### src/rtl/sram_cyc_pkg.sv
package sram_cyc_pkg;

   typedef enum logic [2:0] {
      ST_IDLE       = 3'd0,
      ST_RD_SETUP   = 3'd1,
      ST_RD_WAIT    = 3'd2,
      ST_RD_CAPTURE = 3'd3,
      ST_WR_SETUP   = 3'd4,
      ST_WR_PULSE   = 3'd5,
      ST_WR_RECOVER = 3'd6,
      ST_TURN       = 3'd7
   } ctl_state_e;

   // internal strobes, all active high
   typedef struct packed {
      logic sel;
      logic oe;
      logic we;
      logic drive;
   } strobe_t;

   function automatic strobe_t strobe_of(ctl_state_e s);
      strobe_t r;
      r = '0;
      case (s)
         ST_RD_SETUP, ST_RD_WAIT: begin
            r.sel = 1'b1;
            r.oe  = 1'b1;
         end
         ST_WR_SETUP: begin
            r.sel   = 1'b1;
            r.drive = 1'b1;
         end
         ST_WR_PULSE: begin
            r.sel   = 1'b1;
            r.we    = 1'b1;
            r.drive = 1'b1;
         end
         default: r = '0;
      endcase
      return r;
   endfunction

   function automatic int cyc_ceil(int ps, int clk_ps);
      return (ps + clk_ps - 1) / clk_ps;
   endfunction

   function automatic int imax(int a, int b);
      return (a > b) ? a : b;
   endfunction

endpackage

### src/rtl/sram_cyc_timer.sv
module sram_cyc_timer #(
   parameter int CNT_W = 2
) (
   input  logic             clk,
   input  logic             rst,
   input  logic             load,
   input  logic [CNT_W-1:0] load_val,
   output logic             done
);

   logic [CNT_W-1:0] cnt_q;

   always_ff @(posedge clk) begin
      if (rst)
         cnt_q <= '0;
      else if (load)
         cnt_q <= load_val;
      else if (cnt_q != '0)
         cnt_q <= cnt_q - 1'b1;
   end

   assign done = (cnt_q == '0);

endmodule

### src/rtl/sram_cyc_fsm.sv
module sram_cyc_fsm
   import sram_cyc_pkg::*;
#(
   parameter int RD_CYC   = 2,
   parameter int WS_CYC   = 1,
   parameter int WP_CYC   = 1,
   parameter int TURN_CYC = 1,
   parameter int CNT_W    = 2
) (
   input  logic             clk,
   input  logic             rst,
   input  logic             req_valid,
   input  logic             req_write,
   input  logic             timer_done,
   output logic             req_ready,
   output logic             accept,
   output ctl_state_e       state_q,
   output ctl_state_e       state_d,
   output logic             timer_load,
   output logic [CNT_W-1:0] timer_val
);

   localparam logic [CNT_W-1:0] LV_RD   = CNT_W'(RD_CYC - 2);
   localparam logic [CNT_W-1:0] LV_WS   = CNT_W'(WS_CYC - 1);
   localparam logic [CNT_W-1:0] LV_WP   = CNT_W'(WP_CYC - 1);
   localparam logic [CNT_W-1:0] LV_TURN = CNT_W'((TURN_CYC > 0) ? TURN_CYC - 1 : 0);

   logic       last_rd_q;
   ctl_state_e wr_entry;

   generate
      if (TURN_CYC > 0) begin : g_turn
         assign wr_entry = last_rd_q ? ST_TURN : ST_WR_SETUP;
      end else begin : g_no_turn
         assign wr_entry = ST_WR_SETUP;
      end
   endgenerate

   assign req_ready = (state_q == ST_IDLE);
   assign accept    = req_ready && req_valid;

   always_comb begin
      state_d = state_q;
      case (state_q)
         ST_IDLE:       if (req_valid) state_d = req_write ? wr_entry : ST_RD_SETUP;
         ST_RD_SETUP:   state_d = ST_RD_WAIT;
         ST_RD_WAIT:    if (timer_done) state_d = ST_RD_CAPTURE;
         ST_RD_CAPTURE: state_d = ST_IDLE;
         ST_TURN:       if (timer_done) state_d = ST_WR_SETUP;
         ST_WR_SETUP:   if (timer_done) state_d = ST_WR_PULSE;
         ST_WR_PULSE:   if (timer_done) state_d = ST_WR_RECOVER;
         ST_WR_RECOVER: state_d = ST_IDLE;
         default:       state_d = ST_IDLE;
      endcase
   end

   assign timer_load = (state_d != state_q);

   always_comb begin
      case (state_d)
         ST_RD_WAIT:  timer_val = LV_RD;
         ST_TURN:     timer_val = LV_TURN;
         ST_WR_SETUP: timer_val = LV_WS;
         ST_WR_PULSE: timer_val = LV_WP;
         default:     timer_val = '0;
      endcase
   end

   always_ff @(posedge clk) begin
      if (rst) begin
         state_q   <= ST_IDLE;
         last_rd_q <= 1'b0;
      end else begin
         state_q <= state_d;
         if (state_q == ST_RD_CAPTURE)
            last_rd_q <= 1'b1;
         else if (accept && req_write)
            last_rd_q <= 1'b0;
      end
   end

endmodule

### src/rtl/sram_cyc_iob.sv
module sram_cyc_iob
   import sram_cyc_pkg::*;
#(
   parameter int ADDR_W = 13,
   parameter int DATA_W = 8
) (
   input  logic              clk,
   input  logic              rst,
   input  ctl_state_e        state_q,
   input  ctl_state_e        state_d,
   input  logic              accept,
   input  logic [ADDR_W-1:0] req_addr,
   input  logic [DATA_W-1:0] req_wdata,
   input  logic [DATA_W-1:0] mem_din,
   output logic              rsp_valid,
   output logic [DATA_W-1:0] rsp_rdata,
   output logic [ADDR_W-1:0] mem_addr,
   output logic              mem_ce_n,
   output logic              mem_ce,
   output logic              mem_oe_n,
   output logic              mem_we_n,
   output logic [DATA_W-1:0] mem_dout,
   output logic              mem_dout_en
);

   strobe_t nxt;
   logic    capture;

   assign nxt     = strobe_of(state_d);
   assign capture = (state_d == ST_RD_CAPTURE) && (state_q != ST_RD_CAPTURE);

   // strobes registered from the next state: clean edges, aligned with state_q
   always_ff @(posedge clk) begin
      if (rst) begin
         mem_ce_n    <= 1'b1;
         mem_ce      <= 1'b0;
         mem_oe_n    <= 1'b1;
         mem_we_n    <= 1'b1;
         mem_dout_en <= 1'b0;
      end else begin
         mem_ce_n    <= ~nxt.sel;
         mem_ce      <= nxt.sel;
         mem_oe_n    <= ~nxt.oe;
         mem_we_n    <= ~nxt.we;
         mem_dout_en <= nxt.drive;
      end
   end

   always_ff @(posedge clk) begin
      if (rst) begin
         mem_addr  <= '0;
         mem_dout  <= '0;
         rsp_rdata <= '0;
      end else begin
         if (accept) begin
            mem_addr <= req_addr;
            mem_dout <= req_wdata;
         end
         if (capture)
            rsp_rdata <= mem_din;
      end
   end

   assign rsp_valid = (state_q == ST_RD_CAPTURE);

endmodule

### src/rtl/sram_cyc_ctrl.sv
module sram_cyc_ctrl
   import sram_cyc_pkg::*;
#(
   parameter int ADDR_W    = 13,
   parameter int DATA_W    = 8,
   parameter int CLK_PS    = 10000,
   parameter int T_AA_PS   = 10000,
   parameter int T_CAP_PS  = 5000,
   parameter int T_WP_PS   = 8000,
   parameter int T_WC_PS   = 10000,
   parameter int T_DW_PS   = 7000,
   parameter int T_HZ_PS   = 6000,
   parameter int WS_MIN    = 1
) (
   input  logic              clk,
   input  logic              rst,
   input  logic              req_valid,
   output logic              req_ready,
   input  logic              req_write,
   input  logic [ADDR_W-1:0] req_addr,
   input  logic [DATA_W-1:0] req_wdata,
   output logic              rsp_valid,
   output logic [DATA_W-1:0] rsp_rdata,
   output logic [ADDR_W-1:0] mem_addr,
   output logic              mem_ce_n,
   output logic              mem_ce,
   output logic              mem_oe_n,
   output logic              mem_we_n,
   output logic [DATA_W-1:0] mem_dout,
   output logic              mem_dout_en,
   input  logic [DATA_W-1:0] mem_din
);

   localparam int RD_CYC   = imax(2, cyc_ceil(T_AA_PS + T_CAP_PS, CLK_PS));
   localparam int WP_CYC   = imax(1, cyc_ceil(T_WP_PS, CLK_PS));
   localparam int WS_CYC   = imax(WS_MIN, cyc_ceil(T_DW_PS, CLK_PS) - WP_CYC);
   localparam int TURN_CYC = cyc_ceil(T_HZ_PS, CLK_PS);
   localparam int MAX_CYC  = imax(imax(RD_CYC, WS_CYC), imax(WP_CYC, TURN_CYC));
   localparam int CNT_W    = imax(1, $clog2(MAX_CYC + 1));

   generate
      if (ADDR_W < 1 || DATA_W < 1) begin : g_bad_width
         $error("sram_cyc_ctrl: address and data widths must be positive");
      end
      if (CLK_PS < 1) begin : g_bad_clk
         $error("sram_cyc_ctrl: clock period must be positive");
      end
      if (WS_MIN < 1) begin : g_bad_ws
         $error("sram_cyc_ctrl: at least one write setup cycle is required");
      end
      if ((WS_CYC + WP_CYC) * CLK_PS < T_WC_PS) begin : g_bad_wc
         $error("sram_cyc_ctrl: write sequence shorter than the cycle time");
      end
   endgenerate

   ctl_state_e       state_q;
   ctl_state_e       state_d;
   logic             accept;
   logic             timer_load;
   logic             timer_done;
   logic [CNT_W-1:0] timer_val;

   sram_cyc_fsm #(
      .RD_CYC   (RD_CYC),
      .WS_CYC   (WS_CYC),
      .WP_CYC   (WP_CYC),
      .TURN_CYC (TURN_CYC),
      .CNT_W    (CNT_W)
   ) u_fsm (
      .clk        (clk),
      .rst        (rst),
      .req_valid  (req_valid),
      .req_write  (req_write),
      .timer_done (timer_done),
      .req_ready  (req_ready),
      .accept     (accept),
      .state_q    (state_q),
      .state_d    (state_d),
      .timer_load (timer_load),
      .timer_val  (timer_val)
   );

   sram_cyc_timer #(
      .CNT_W (CNT_W)
   ) u_timer (
      .clk      (clk),
      .rst      (rst),
      .load     (timer_load),
      .load_val (timer_val),
      .done     (timer_done)
   );

   sram_cyc_iob #(
      .ADDR_W (ADDR_W),
      .DATA_W (DATA_W)
   ) u_iob (
      .clk         (clk),
      .rst         (rst),
      .state_q     (state_q),
      .state_d     (state_d),
      .accept      (accept),
      .req_addr    (req_addr),
      .req_wdata   (req_wdata),
      .mem_din     (mem_din),
      .rsp_valid   (rsp_valid),
      .rsp_rdata   (rsp_rdata),
      .mem_addr    (mem_addr),
      .mem_ce_n    (mem_ce_n),
      .mem_ce      (mem_ce),
      .mem_oe_n    (mem_oe_n),
      .mem_we_n    (mem_we_n),
      .mem_dout    (mem_dout),
      .mem_dout_en (mem_dout_en)
   );

endmodule

### config.mk
export PLATFORM = sky130hd
export DESIGN_NAME = sram_cyc_ctrl
export DESIGN_NICKNAME = d
export VERILOG_FILES = /design/src/rtl/sram_cyc_pkg.sv /design/src/rtl/sram_cyc_timer.sv /design/src/rtl/sram_cyc_fsm.sv /design/src/rtl/sram_cyc_iob.sv /design/src/rtl/sram_cyc_ctrl.sv
export SDC_FILE = /design/constraint.sdc
export NUM_CORES = 1
export LEC_CHECK = 0
export BUFFER_PORTS_ARGS = -buffer_cell sky130_fd_sc_hd__buf_4
export CORE_UTILIZATION = 46
export DETAILED_ROUTE_END_ITERATION = 16
export GPL_TIMING_DRIVEN = 0
export PLACE_DENSITY = 0.86
export SLEW_MARGIN = 5
export SYNTH_ARGS = -nofsm -noshare
export SYNTH_HDL_FRONTEND = slang
export SYNTH_SLANG_ARGS = --single-unit
export TNS_END_PERCENT = 50
### constraint.sdc
create_clock -name clk -period 2.15 [get_ports clk]
set_input_delay 0.215 -clock clk [delete_from_list [all_inputs] [get_ports clk]]
set_output_delay 0.215 -clock clk [all_outputs]
set_load 0.005 [all_outputs]
**Word-level counts from Yosys, hierarchy flattened**

Index checks and enable logic that the tools add are counted.

- Bits in registers: 40
- Latch bits: 0
- Memory bits (writable): 0
- Memory bits (read-only): 0
- Logic and storage cells: 55
- Memories: 0

- $add $sub $neg: 1
- Multipliers: 0
- Divide/modulo/power cells: 0
- Order comparisons: 0
- Equality and inequality tests: 14
- Shift-type cells: 0
- Multiplexer cells: 14
- Bitwise operators: 3
- Reductions and logical operators: 12

Operator list:

| operator | count |
|---|---|
| $pmux 3 s7 | 1 |
| $eq 3x3->1 const B | 6 |
| $mux 3 | 6 |
| $eq 3x2->1 const B | 4 |
| $reduce_or 2->1 | 4 |
| $eq 3x1->1 const B | 2 |
| $mux 1 | 6 |
| $reduce_bool 2->1 | 2 |
| $reduce_or 4->1 | 1 |
| $logic_and 1x1->1 | 3 |
| $logic_not 3->1 | 1 |
| $ne 3x2->1 const B | 1 |
| $ne 3x3->1 | 1 |
| $not 1->1 | 3 |
| $logic_not 2->1 | 1 |
| $mux 2 | 1 |
| $sub 2x1->2 const B | 1 |

**Longest topological paths before layout**

Gate-level depths: netlist (run 1).

- Depth after elaboration: 8
- Depth in mapped cells: 7
- Depth with buffers taken out: 6

**By module**

A second synthesis (run 1) with hierarchy kept.

- Cells, all modules: 168
- Area, all modules: 1692.9 um^2

Modules (own cells, without submodules):

| module | times used | cells an instance | area an instance (um^2) | sequential area each (um^2) |
|---|---|---|---|---|
| sram_cyc_iob | 1 | 118 | 1262.5 | 680.7 |
| sram_cyc_fsm | 1 | 38 | 309.0 | 80.1 |
| sram_cyc_timer | 1 | 12 | 121.4 | 40.0 |

**Least setup slack after synthesis (run 1)**

OpenSTA, ideal clock, no wires.

- Path kind: reg2reg
- From: register u_timer.cnt_q[0]
- To: register u_iob.mem_ce
- Data arrival time: 1682 ps
- Required time: 2035 ps
- Path slack: 353 ps
- Stages on the path, launching flop included: 8
- Path buffers: 1
- Cell sequence: dfxtp_1 inv_1 ha_1 buf_2 o21ai_0 a221oi_2 or4_1 and3_1

- Cells in the longest elaborated chain, start to end: 6
- Elaborated cells between the ends (all ways): 12
- Those cells by class: 4 x eq/ne; 6 x mux; 2 x reduce/logical

RTL lines:

| item | RTL line | source |
|---|---|---|
| start, declared | sram_cyc_timer.sv:11 | `logic [CNT_W-1:0] cnt_q;` |
| start signal, assigned | sram_cyc_timer.sv:17 | `cnt_q <= load_val;` |
| start signal, assigned | sram_cyc_timer.sv:19 | `cnt_q <= cnt_q - 1'b1;` |
| $logic_not 2->1 * | sram_cyc_timer.sv:22 | `assign done = (cnt_q == '0);` |
| $mux 3 (on tied branches) | - |  |
| $pmux 3 s7 * | sram_cyc_fsm.sv:44 | `case (state_q)` |
| $eq 3x1->1 (tied with other cells) | sram_cyc_pkg.sv:25 | `case (s)` |
| $reduce_or 4->1 (no line) * | - |  |
| $mux 1 * | sram_cyc_pkg.sv:25 |  |
| end signal, assigned | sram_cyc_iob.sv:42 | `mem_ce <= nxt.sel;` |
| end, declared | sram_cyc_iob.sv:19 | `output logic mem_ce,` |

Every way passes the cells marked *; elsewhere a longest branch is shown, timed or not.
A chain may end at the register's enable or synchronous reset.

**Worst setup path in the final report (run 1)**

Same ends and word-level chain as after synthesis.

==> results of run 1 <==
==> worst min-delay path, delay by kind of cell <==
family	cells	cell delay [ns]
buf+inv	1	0.11
compound gates	1	0.05
simple gates	1	0.04
==> flip-flops by register name, summed over array words and instances, names as in the netlist <==
signal / count
u_iob.mem_addr: 13
u_iob.mem_dout: 8
u_iob.rsp_rdata: 8
u_fsm.state_q: 3
u_timer.cnt_q: 2
u_fsm.last_rd_q: 1
u_iob.mem_ce: 1
u_iob.mem_ce_n: 1
u_iob.mem_dout_en: 1
u_iob.mem_oe_n: 1
u_iob.mem_we_n: 1
==> worst max path at each step <==
stage / startpoint / endpoint / slack (ns)
CTS: u_timer.cnt_q[0] / u_iob.mem_ce / 0.25
global placement: u_timer.cnt_q[0] / u_iob.mem_ce / 0.30
detailed placement: u_timer.cnt_q[0] / u_iob.mem_ce / 0.27
floorplan: u_timer.cnt_q[0] / u_iob.mem_ce / 0.35
global route: u_timer.cnt_q[0] / u_iob.mem_ce / 0.09
finish: u_timer.cnt_q[0] / u_iob.mem_ce / 0.25
==> synth_stat cells (2+ instances only) <==
master	instances
a21oi_1	26
and2_1	4
and2b_1	2
buf_2	5
clkbuf_1	5
dfxtp_1	40
inv_1	5
mux2i_1	8
nand2_1	43
nand2b_1	2
nand3_1	3
nor2_1	15
nor3_1	2
o21ai_0	4
or3_1	2
==> per-layer routing <==
layer  GRT usage, %  vias to the layer above  part of all wire (%)  wire length, um
li1               -                      748                     -                -
met1           23.4                      604                    45             1440
met2           29.8                       46                    47             1490
met3           5.19                        5                   6.1              195
met4           11.0                        0                   2.0               63
met5              0                        -                     0                0
==> cell type report <==
class                           instances  area (sq um)
Clock buffer                            6          51.3
Inverter                                5          18.8
Fill cell                             272           921
Multi-Input combinational cell        126           681
Tap cell                               44          55.1
Sequential cell                        40           801
Buffer                                 12          58.8
Clock inverter                          2          38.8
Timing Repair Buffer                   67           503
==> per-stage QoR <==
step | util, % | instance area [sq um] | hold WS, ns
after floorplan | - | 1560 | 0.351
after global placement | 67.7 | 2120 | 0.442
after detailed placement | 67.7 | 2120 | 0.447
after CTS | 70.6 | 2210 | 0.0775
after global routing | 70.6 | 2210 | 0.0696
final | 70.6 | 2210 | 0.0912
==> logic make-up (layout without fill, tap and decap cells) <==
family	Yosys count	in the layout	share of synthesized area, %
AOI/OAI and AO/OA	35	35	13.0
DFF	40	40	51.4
muxes	8	8	5.14
xor gates and xnor gates	2	2	1.12
adders and majority gates	1	1	0.802
and+or+nand+nor	80	80	23.6
buffers and inverters	17	92	4.98
==> power groups by stage <==
stage | Sequential [mW] | Combinational [mW] | Clock, mW
after floorplan | 0.884 | 0.266 | 0
after global placement | 0.875 | 0.482 | 0
after detailed placement | 0.878 | 0.491 | 0
after CTS | 0.861 | 0.492 | 0.537
after global routing | 0.871 | 0.547 | 0.565
final | 0.860 | 0.488 | 0.527
==> impl_results.md, run 1 <==
* # setup viols final at 0
* Die width at 60.2 um
* Share of layout cells above drive strength 1 at around a third
* Total grt overflow at 0
* CTS tree: yes
* Top Family by Delay on Critical Path: simple AND/OR/NAND/NOR gates
* Post-Syn Area at 0.00156 sq mm
* Design Power at 1.87 mW
* H-tree depth at 2
* Final hold vios at 0
* I/O pins at 69
* Area delta synth->final at 41.6%
* Sw Share at 27.5%
* Crit-path cells: inv_1 -> ha_1 -> buf_2 -> o21ai_0 -> a221oi_2 -> or4_1 -> and3_1
* WP data required at 2.40 ns
* DR vias at between 1,000 and 1,500
* Clock-pin slew on the worst setup and hold paths at 0.12 ns
* Die area at between 0.003 and 0.004 sq mm
* Commonest cells after routing, fill and taps aside: 67 x buf_4, 43 x nand2_1, 40 x dfxtp_1
* Vias in the first global route at 1,190
* Worst hold path class: in -> reg
* Worst-path fanout max at 9
* Antenna Cells at 0
* Synth top area share at 51.4%
* DR iter-0 viols at between 50 and 60
* Worst setup EP type: flip-flop
* Post-synthesis register bit count at 40
* RePlAce Congestion at 0.824
* DR vias/cell at roughly 4.6
* Max-slew violation count at 0
* WL per Instance at 10.5 um
* Slowest-stage cell, CP: or4_1
* Final nets at just under 300
* Most common cell after layout, fill and taps aside: buf_4
* Cell count along the critical path at 7
* Wirelength, routed at around 3200 um
* RSZ-0062 raised after global routing: false
* Highest Clock Rate at 0.525 GHz
* Worst r2r src: u_timer.cnt_q[0]
* First-pass DRT Iterations at 4
* Setup CP Type: reg -> reg
* Crit share post-route at between 80 and 90%
* Std-Cell Rows at 20
* Largest net degree at the start of global routing at 14
* DP Worst Slack at about 0.27 ns
* Number of enable flip-flop cells after synthesis at 0
* Flop2flop setup slack at 0.25 ns
* Cell Int Power at 1.36 mW
* Reg power frac at 45.9%
* Netlist cell types at 32
* Rel. slew slack at 70.4%
* Top_reg_cell synth: dfxtp_1
* Worst Hold End: u_iob.mem_addr[12]
* Ys async rst share at 0%
* ANT nets after route at 0
* I/O Buffers at 67
* Peak supply drop at 0.437 mV
* Largest cells by area after synthesis: dfxtp_1 51%, nand2_1 10%, a21oi_1 8.3%
* First-pass GRT wire length at 5120 um
* Clock skew at 0.0124 ns
* Nature of the critical path startpoint: flip-flop
* GRT Overall Usage at 19.1%
* # placed instances at 294
* Postcts setup bufs at 0
* Register area share after synthesis at between 50% and 60%
* Post-cts sizing count at 0
* Comb power frac at 26.0%
* Leak at 0.983 nW
* Post-route DRC at 0
* Num CTS Buffers at 5
* Clock Latency Late Sink at 0.35 ns
* Clk pwr share at 28.1%
* Root Buffer: clkbuf_4
* HPWL Detailed at 2350 um
* Synthesized instance count at 183
* Maxcap violations at 0
* R2r endpoint: u_iob.mem_ce
* Core ar. at 0.00313 sq mm
* Initial core utilization at between 40% and 50%
* Initial antenna violation count at 0
* Min Tclk post-route at 1.90 ns
* Layout Cells excl Fill at 302
* Syn Nets at 217
* Bufs on Longest Clock Path at 2
* Tightest Pin Transition at around 0.44 ns
* Hold path depth at 3
* Worst path bufs/invs at 2
* Synthesized area per cell at ~8.5 sq um
* Switch Pwr at roughly 0.52 mW
* PwrDens at 850 mW/mm^2
* Cell depth of the worst flop-to-flop path at 7
* Die Ht at 60.2 um
* Fin worst setup slack at roughly 0.25 ns
* Setup_tns at 0 ns
* Clock sinks at 40
* Min-delay src: req_addr[12]
* Synth Warn # at 0
* Area leader, netlist: dfxtp_1
* Worst Path Arrival at 2.15 ns
* Cts hold-fix bufs at 0
* Crit path largest cell delay at ~0.55 ns
* Status: completed
Power figures use the tool's default switching activity.
==> run 2, diff against run 1 <==
Settings changed: SETUP_SLACK_MARGIN set to 0.4.
==> run 2 against run 1 <==
  * Global-route usage rose by 1.4 points
  * Core utilization rose by 1.7 points
  * Setup slack improved by 0.18 ns
  * Combinational power rose by 13%
  * Clock-buffer cell count rose by 2
  * First-iteration DRC count fell by 19%
  * Clock power fell by 27%
  * Critical path depth fell by 2
  * Clock skew fell by 0.0038 ns
  * Sequential power barely moved
  * Fmax rose by 10%
  * Sequential cell count did not move
==> impl_results.md, run 2 (synthesis results as in run 1) <==
* Reg with most FFs: u_iob.mem_addr
* DR vias at 1,460 (+4.1%)
* First-pass DRT Iterations at 4 (unchanged)
* ANT nets after route at 0 (unchanged)
* Worst-path fanout max at 10 (+1)
* Status: completed
* Worst hold path class: in -> reg
* HPWL Detailed at 2560 um (+9.0%)
* Share of layout cells above drive strength 1 at 35.8% (+2.4 points)
* Leak at 0.996 nW (+1.3%)
* Flop2flop setup slack at 0.43 ns (+0.18 ns)
* Rel. slew slack at 70.7% (+0.25 points)
* Bufs on Longest Clock Path at 2 (unchanged)
* Crit share post-route at 80.2% (-8.4 points)
* Worst Hold End: u_iob.mem_addr[0]
* Num CTS Buffers at 5 (unchanged)
* First-pass GRT wire length at 5460 um (+6.7%)
* Clock Latency Late Sink at 0.33 ns (-0.02 ns)
* Root Buffer: clkbuf_4
* Total grt overflow at 0 (unchanged)
* Clock-pin slew on the worst setup and hold paths at 0.11 ns (about the same)
* Fill cells at 274 (+0.74%)
* Most common cell after layout, fill and taps aside: buf_4
* RePlAce Congestion at 0.819 (-0.58%)
* Std-Cell Rows at 20 (unchanged)
* Max-slew violation count at 0 (unchanged)
* Top flop regs: u_iob.mem_addr x13, u_iob.mem_dout x8, u_iob.rsp_rdata x8
* Die area at 0.00363 sq mm (unchanged)
* WP data required at 2.39 ns (about the same)
* Initial antenna violation count at 0 (unchanged)
* Post-route DRC at 0 (unchanged)
* Setup_tns at 0 ns (unchanged)
* Cell depth of the worst flop-to-flop path at 5 (-2)
* Min Tclk post-route at 1.72 ns (-0.180 ns)
* Clock sinks at 40 (unchanged)
* DR iter-0 viols at 46 (-19%)
* Vias in the first global route at 1,249 (+5.0%)
* Peak supply drop at 0.437 mV (about the same)
* CTS tree: yes
* Final nets at 293 (+0.69%)
* Tightest Pin Transition at 0.440 ns (-0.00379 ns)
* Setup crit start: u_fsm.state_q[2]
* Nature of the critical path startpoint: flip-flop
* I/O pins at 69 (unchanged)
* GRT Overall Usage at 20.5% (+1.4 points)
* H-tree depth at 2 (unchanged)
* I/O Buffers at 67 (unchanged)
* Worst Path Arrival at 1.97 ns (-0.18 ns)
* Setup CP Type: reg -> reg
* Final hold vios at 0 (unchanged)
* # setup viols final at 0 (unchanged)
* Highest Clock Rate at 0.580 GHz (+10%)
* Initial core utilization at 49.8% (unchanged)
* Worst r2r src: u_fsm.state_q[2]
* Design Power at 1.79 mW (-4.3%)
* Worst setup EP type: flip-flop
* Die width at 60.2 um (unchanged)
* PwrDens at 794 mW/mm^2 (-6.6%)
* Largest net degree at the start of global routing at 12 (-2)
* WL per Instance at 11.9 um (+13%)
* Core ar. at 0.00313 sq mm (unchanged)
* Clock skew at 0.00861 ns (-0.00375 ns)
* R2r endpoint: u_iob.mem_ce
* Wirelength, routed at 3620 um (+14%)
* Area delta synth->final at 45.0%
* RSZ-0062 raised after global routing: true
* Antenna Cells at 0 (unchanged)
* Die Ht at 60.2 um (unchanged)
* Hold path depth at 3 (unchanged)
* Min-delay src: req_addr[0]
* Max reg flops at 13 (unchanged)
* Maxcap violations at 0 (unchanged)
* DR vias/cell at 4.80 (+3.4%)
* Commonest cells after routing, fill and taps aside: 69 x buf_4, 43 x nand2_1, 39 x dfxtp_1
==> run 2: stage by stage <==
| step | hold WS [ns] | utilization (%) | std cells | setup slack (ns) | cell area, sq um |
|---|---|---|---|---|---|
| floorplan | 0.351 | - | 183 | 0.407 | 1560 |
| global placement | 0.443 | 67.7 | 294 | 0.351 | 2120 |
| detailed placement | 0.447 | 67.7 | 294 | 0.317 | 2120 |
| CTS | 0.100 | 69.8 | 302 | 0.405 | 2180 |
| global route | 0.0945 | 72.3 | 304 | 0.363 | 2260 |
| finish | 0.119 | 72.3 | 304 | 0.426 | 2260 |
==> run 2: final cells by class <==
cell class | count | area, sq um | area share, %
buffer | 12 | 67.6 | 2.99
clock buffer | 8 | 58.8 | 2.60
inverter | 5 | 18.8 | 0.830
multi-input combinational | 126 | 741 | 32.8
sequential | 40 | 802 | 35.5
tap | 44 | 55.1 | 2.43
timing repair buffer | 69 | 518 | 22.9
==> run 2: where the power goes <==
group	switching, mW	total, mW	internal, mW
sequential	0.0350	0.860	0.825
combinational	0.265	0.550	0.285
clock	0.223	0.384	0.162
total	0.523	1.79	1.27
==> run 2: worst max-delay path by stage <==
| stage | endpoint | slack [ns] |
|---|---|---|
| 2_1_floorplan | u_iob.mem_ce | 0.41 |
| 3_3_place_gp | u_iob.mem_ce | 0.35 |
| 3_5_place_dp | u_iob.mem_ce | 0.32 |
| 4_1_cts | u_iob.mem_ce | 0.41 |
| 5_1_grt | u_iob.mem_ce | 0.36 |
| 6_report | u_iob.mem_ce | 0.43 |
==> run 2: worst max-delay path, cell delays in order, from the launching register on <==
cell	delay (ns)
dfxtp_1	0.32
clkbuf_4	0.19
xnor2_1	0.29
o22ai_4	0.16
or4_4	0.50
and3_1	0.17
==> run 2: repair_timing <==
| action | in CTS | in global routing |
|---|---|---|
| pin swaps | 1 | 2 |
| setup endpoints to repair | 1 | 5 |
| hold buffers | 0 | 0 |
| buffers inserted | 0 | 2 |
| resized for setup | 3 | 10 |
==> run 2: layer usage <==
metal  up-vias  share of wire (%)  track usage [%]
met4         0               0.75             6.98
li1        756                  -                -
met5         -                  0                0
met2        42                 50             35.0
met1       660                 44             23.6
met3         2                5.7             7.14
==> run 3, diff against run 2 <==
Settings changed: ABC_AREA set to 1, CORE_UTILIZATION 46 to 42, PLACE_DENSITY 0.86 to 0.83.
Clock period 2.15 ns to 1.4 ns, I/O delays scaled along.
==> run 3 against run 2 <==
  * Via count increased by 13%
  * Sequential cell count unchanged
  * Setup slack got worse by 0.38 ns
  * Core utilization increased by 1.9 points
  * Power increased by 94%
  * Critical path type unchanged
  * Final area increased by 14%
  * Critical path depth increased by 5
  * Synthesized area increased by 1.4%
  * Hold slack got worse by 0.085 ns
  * Sequential power increased by 66%
  * Global-route usage increased by 1.3 points
  * Largest cell class is now multi-input gates
==> impl_results.md, run 3 <==
* Total grt overflow at 0 (unchanged)
* Top cells by instance count after synthesis: 64 x nor2_1, 40 x dfxtp_1, 30 x o21ai_0, 16 x nand2_1, 13 x inv_1
* DR iter-0 viols at 69 (+50%)
* Flop2flop setup slack at 0.05 ns (-0.38 ns)
* Synthesized instance count at 207 (+13%)
* Post-route DRC at 0 (unchanged)
* RSZ-0062 raised after global routing: true
* DP Worst Slack at 0.0166 ns (-0.300 ns)
* WL per Instance at 12.3 um (+3.5%)
* Dominant cell by count in the synthesized netlist: nor2_1
* Crit share post-route at 96.5% (+16 points)
* Std-Cell Rows at 21 (+5.0%)
* CTS tree: yes
* Worst hold path class: in -> reg
* # setup viols final at 0 (unchanged)
* RePlAce Congestion at 0.941 (+15%)
* Netlist cell types at 24 (-25%)
* Register area share after synthesis at 50.6% (-0.73 points)
* Root Buffer: clkbuf_8
* Clock-pin slew on the worst setup and hold paths at 0.07 ns (-0.04 ns)
* Fin worst setup slack at 0.0486 ns (-0.377 ns)
* Worst Path Arrival at 1.58 ns (-0.39 ns)
* Peak supply drop at 0.828 mV (+89%)
* ANT nets after route at 0 (unchanged)
* Area delta synth->final at 62.6%
* Commonest cells after routing, fill and taps aside: 80 x buf_4, 50 x nor2_1, 35 x dfxtp_1
* Synth top area share at 50.6% (-0.73 points)
* Core ar. at 0.00347 sq mm (+11%)
* Area leader, netlist: dfxtp_1
* Setup crit start: u_timer.cnt_q[0]
* Largest cells by area after synthesis: dfxtp_1 51%, nor2_1 15%, o21ai_0 9.5%
* Cell depth of the worst flop-to-flop path at 10 (+5)
* Syn Nets at 241 (+11%)
* Utilization after layout at 74.1% (+1.9 points)
* Die Ht at 63.4 um (+5.2%)
* R2r endpoint: u_iob.mem_ce
* Min Tclk post-route at 1.35 ns (-0.373 ns)
* Vias in the first global route at 1,578 (+26%)
* Setup CP Type: reg -> reg
* Rel. slew slack at 69.2% (-1.5 points)
* Initial core utilization at 45.6% (-4.2 points)
* Share of layout cells above drive strength 1 at 51.8% (+16 points)
* Leak at 1.24 nW (+24%)
* Most common cell after layout, fill and taps aside: buf_4
* Worst r2r src: u_timer.cnt_q[0]
* Clock Latency Late Sink at 0.29 ns (-0.04 ns)
* Final hold vios at 0 (unchanged)
* Max-slew violation count at 0 (unchanged)
* Highest Clock Rate at 0.740 GHz (+28%)
* Post-Syn Area at 0.00158 sq mm (+1.4%)
* WP data required at 1.63 ns (-0.76 ns)
* Reg with most FFs: u_iob.mem_addr
* Max reg flops at 13 (unchanged)
* DR vias at 1,652 (+13%)
* Synth Warn # at 0 (unchanged)
* H-tree depth at 2 (unchanged)
* Top_reg_cell synth: dfxtp_1
* Nature of the critical path startpoint: flip-flop
* Wirelength, routed at 4260 um (+17%)
* First-pass DRT Iterations at 4 (unchanged)
* Num CTS Buffers at 5 (unchanged)
* End point of the critical path: u_iob.mem_ce
* Largest net degree at the start of global routing at 13 (+1)
* PwrDens at 1350 mW/mm^2 (+71%)
* Worst setup EP type: flip-flop
* Clock skew at 0.00248 ns (-0.00613 ns)
* Ys async rst share at 0% (unchanged)
* Die area at 0.00402 sq mm (+11%)
* Maxcap violations at 0 (unchanged)
* Post-synthesis register bit count at 40 (unchanged)
* Design Power at 3.48 mW (+94%)
* Die width at 63.4 um (+5.2%)
* Setup_tns at 0 ns (unchanged)
* Number of enable flip-flop cells after synthesis at 0 (unchanged)
* I/O Buffers at 68 (+1.5%)
* Initial antenna violation count at 0 (unchanged)
* Final nets at 332 (+13%)
* DR vias/cell at 4.79 (-0.30%)
* Worst-path fanout max at 4 (-6)
* I/O pins at 69 (unchanged)
* Top flop regs: u_iob.mem_addr x13, u_iob.mem_dout x8, u_iob.rsp_rdata x8
* Clock sinks at 40 (unchanged)
* Bufs on Longest Clock Path at 2 (unchanged)
* First-pass GRT wire length at 6760 um (+24%)
* Status: completed
* HPWL Detailed at 2710 um (+5.5%)
* Tightest Pin Transition at 0.462 ns (+0.0224 ns)
* GRT Overall Usage at 21.8% (+1.3 points)
* Synthesized area per cell at 7.64 sq um (-10%)
* Antenna Cells at 0 (unchanged)
[run 3: logic make-up (layout without fill, tap and decap cells)]
kind of cell	after synthesis	in the layout	synth area share, %
DFF	40	40	50.6
buffers and inverters	24	116	6.49
and+or+nand+nor	106	106	30.2
xor gates and xnor gates	1	1	0.554
adders and majority gates	1	1	0.791
AOI/OAI and AO/OA	35	35	11.3
[run 3: final cells by class]
class	instances	area, sq um
Fill cell	253	897
Multi-Input combinational cell	143	833
Sequential cell	40	807
Timing Repair Buffer	84	643
Clock buffer	7	86.3
Inverter	16	72.6
Buffer	8	63.8
Tap cell	46	57.6
Clock inverter	1	7.51
[run 3: metrics by stage]
| stage | cell area (sq um) | instances | hold slack [ns] |
|---|---|---|---|
| global placement | 2190 | 321 | 0.342 |
| finish | 2570 | 345 | 0.0332 |
| floorplan | 1620 | 207 | 0.209 |
| CTS | 2440 | 341 | 0.0257 |
| detailed placement | 2190 | 321 | 0.342 |
| global route | 2570 | 345 | 0.0236 |
[run 3: report_power, final]
group          total, mW  switching (mW)  internal [mW]
Clock              0.794           0.394          0.400
Combinational       1.26           0.634          0.621
Sequential          1.43           0.106           1.32
Total               3.48            1.13           2.35
[run 3: worst max-delay path, stage by stage (launching register included)]
cell and delay, ns:
dfxtp_2 0.33, inv_2 0.06, ha_4 0.15, inv_2 0.04, o21ai_1 0.23, nand2_4 0.12
nand2_4 0.09, nand2_2 0.06, nand2_2 0.08, nand2_2 0.06, o21ai_2 0.06
[run 3: worst min-delay path by stage]
stage	start	end	slack (ns)	cells after the start
2_1_floorplan	rst	u_fsm.state_q[0]	0.21	1
6_report	rst	u_fsm.state_q[0]	0.03	2
5_1_grt	rst	u_fsm.state_q[0]	0.02	2
4_1_cts	rst	u_fsm.state_q[0]	0.03	2
3_5_place_dp	rst	u_fsm.state_q[0]	0.34	2
3_3_place_gp	rst	u_fsm.state_q[0]	0.34	2
[run 3: metal layers]
metal,track usage (%),share of wire (%),up-vias
li1,-,-,841
met5,0,0,-
met2,36.8,51,49
met4,8.24,1.7,0
met1,25.0,42,753
met3,7.79,5.4,9
[run 3: what timing repair did]
item                       in CTS  in global routing
resized for setup              26                 29
gates cloned                    2                  0
hold endpoints to repair        0                  0
pin swaps                       7                  7
hold buffers                    0                  0
setup buffers                  10                  4
setup endpoints to repair      42                 42
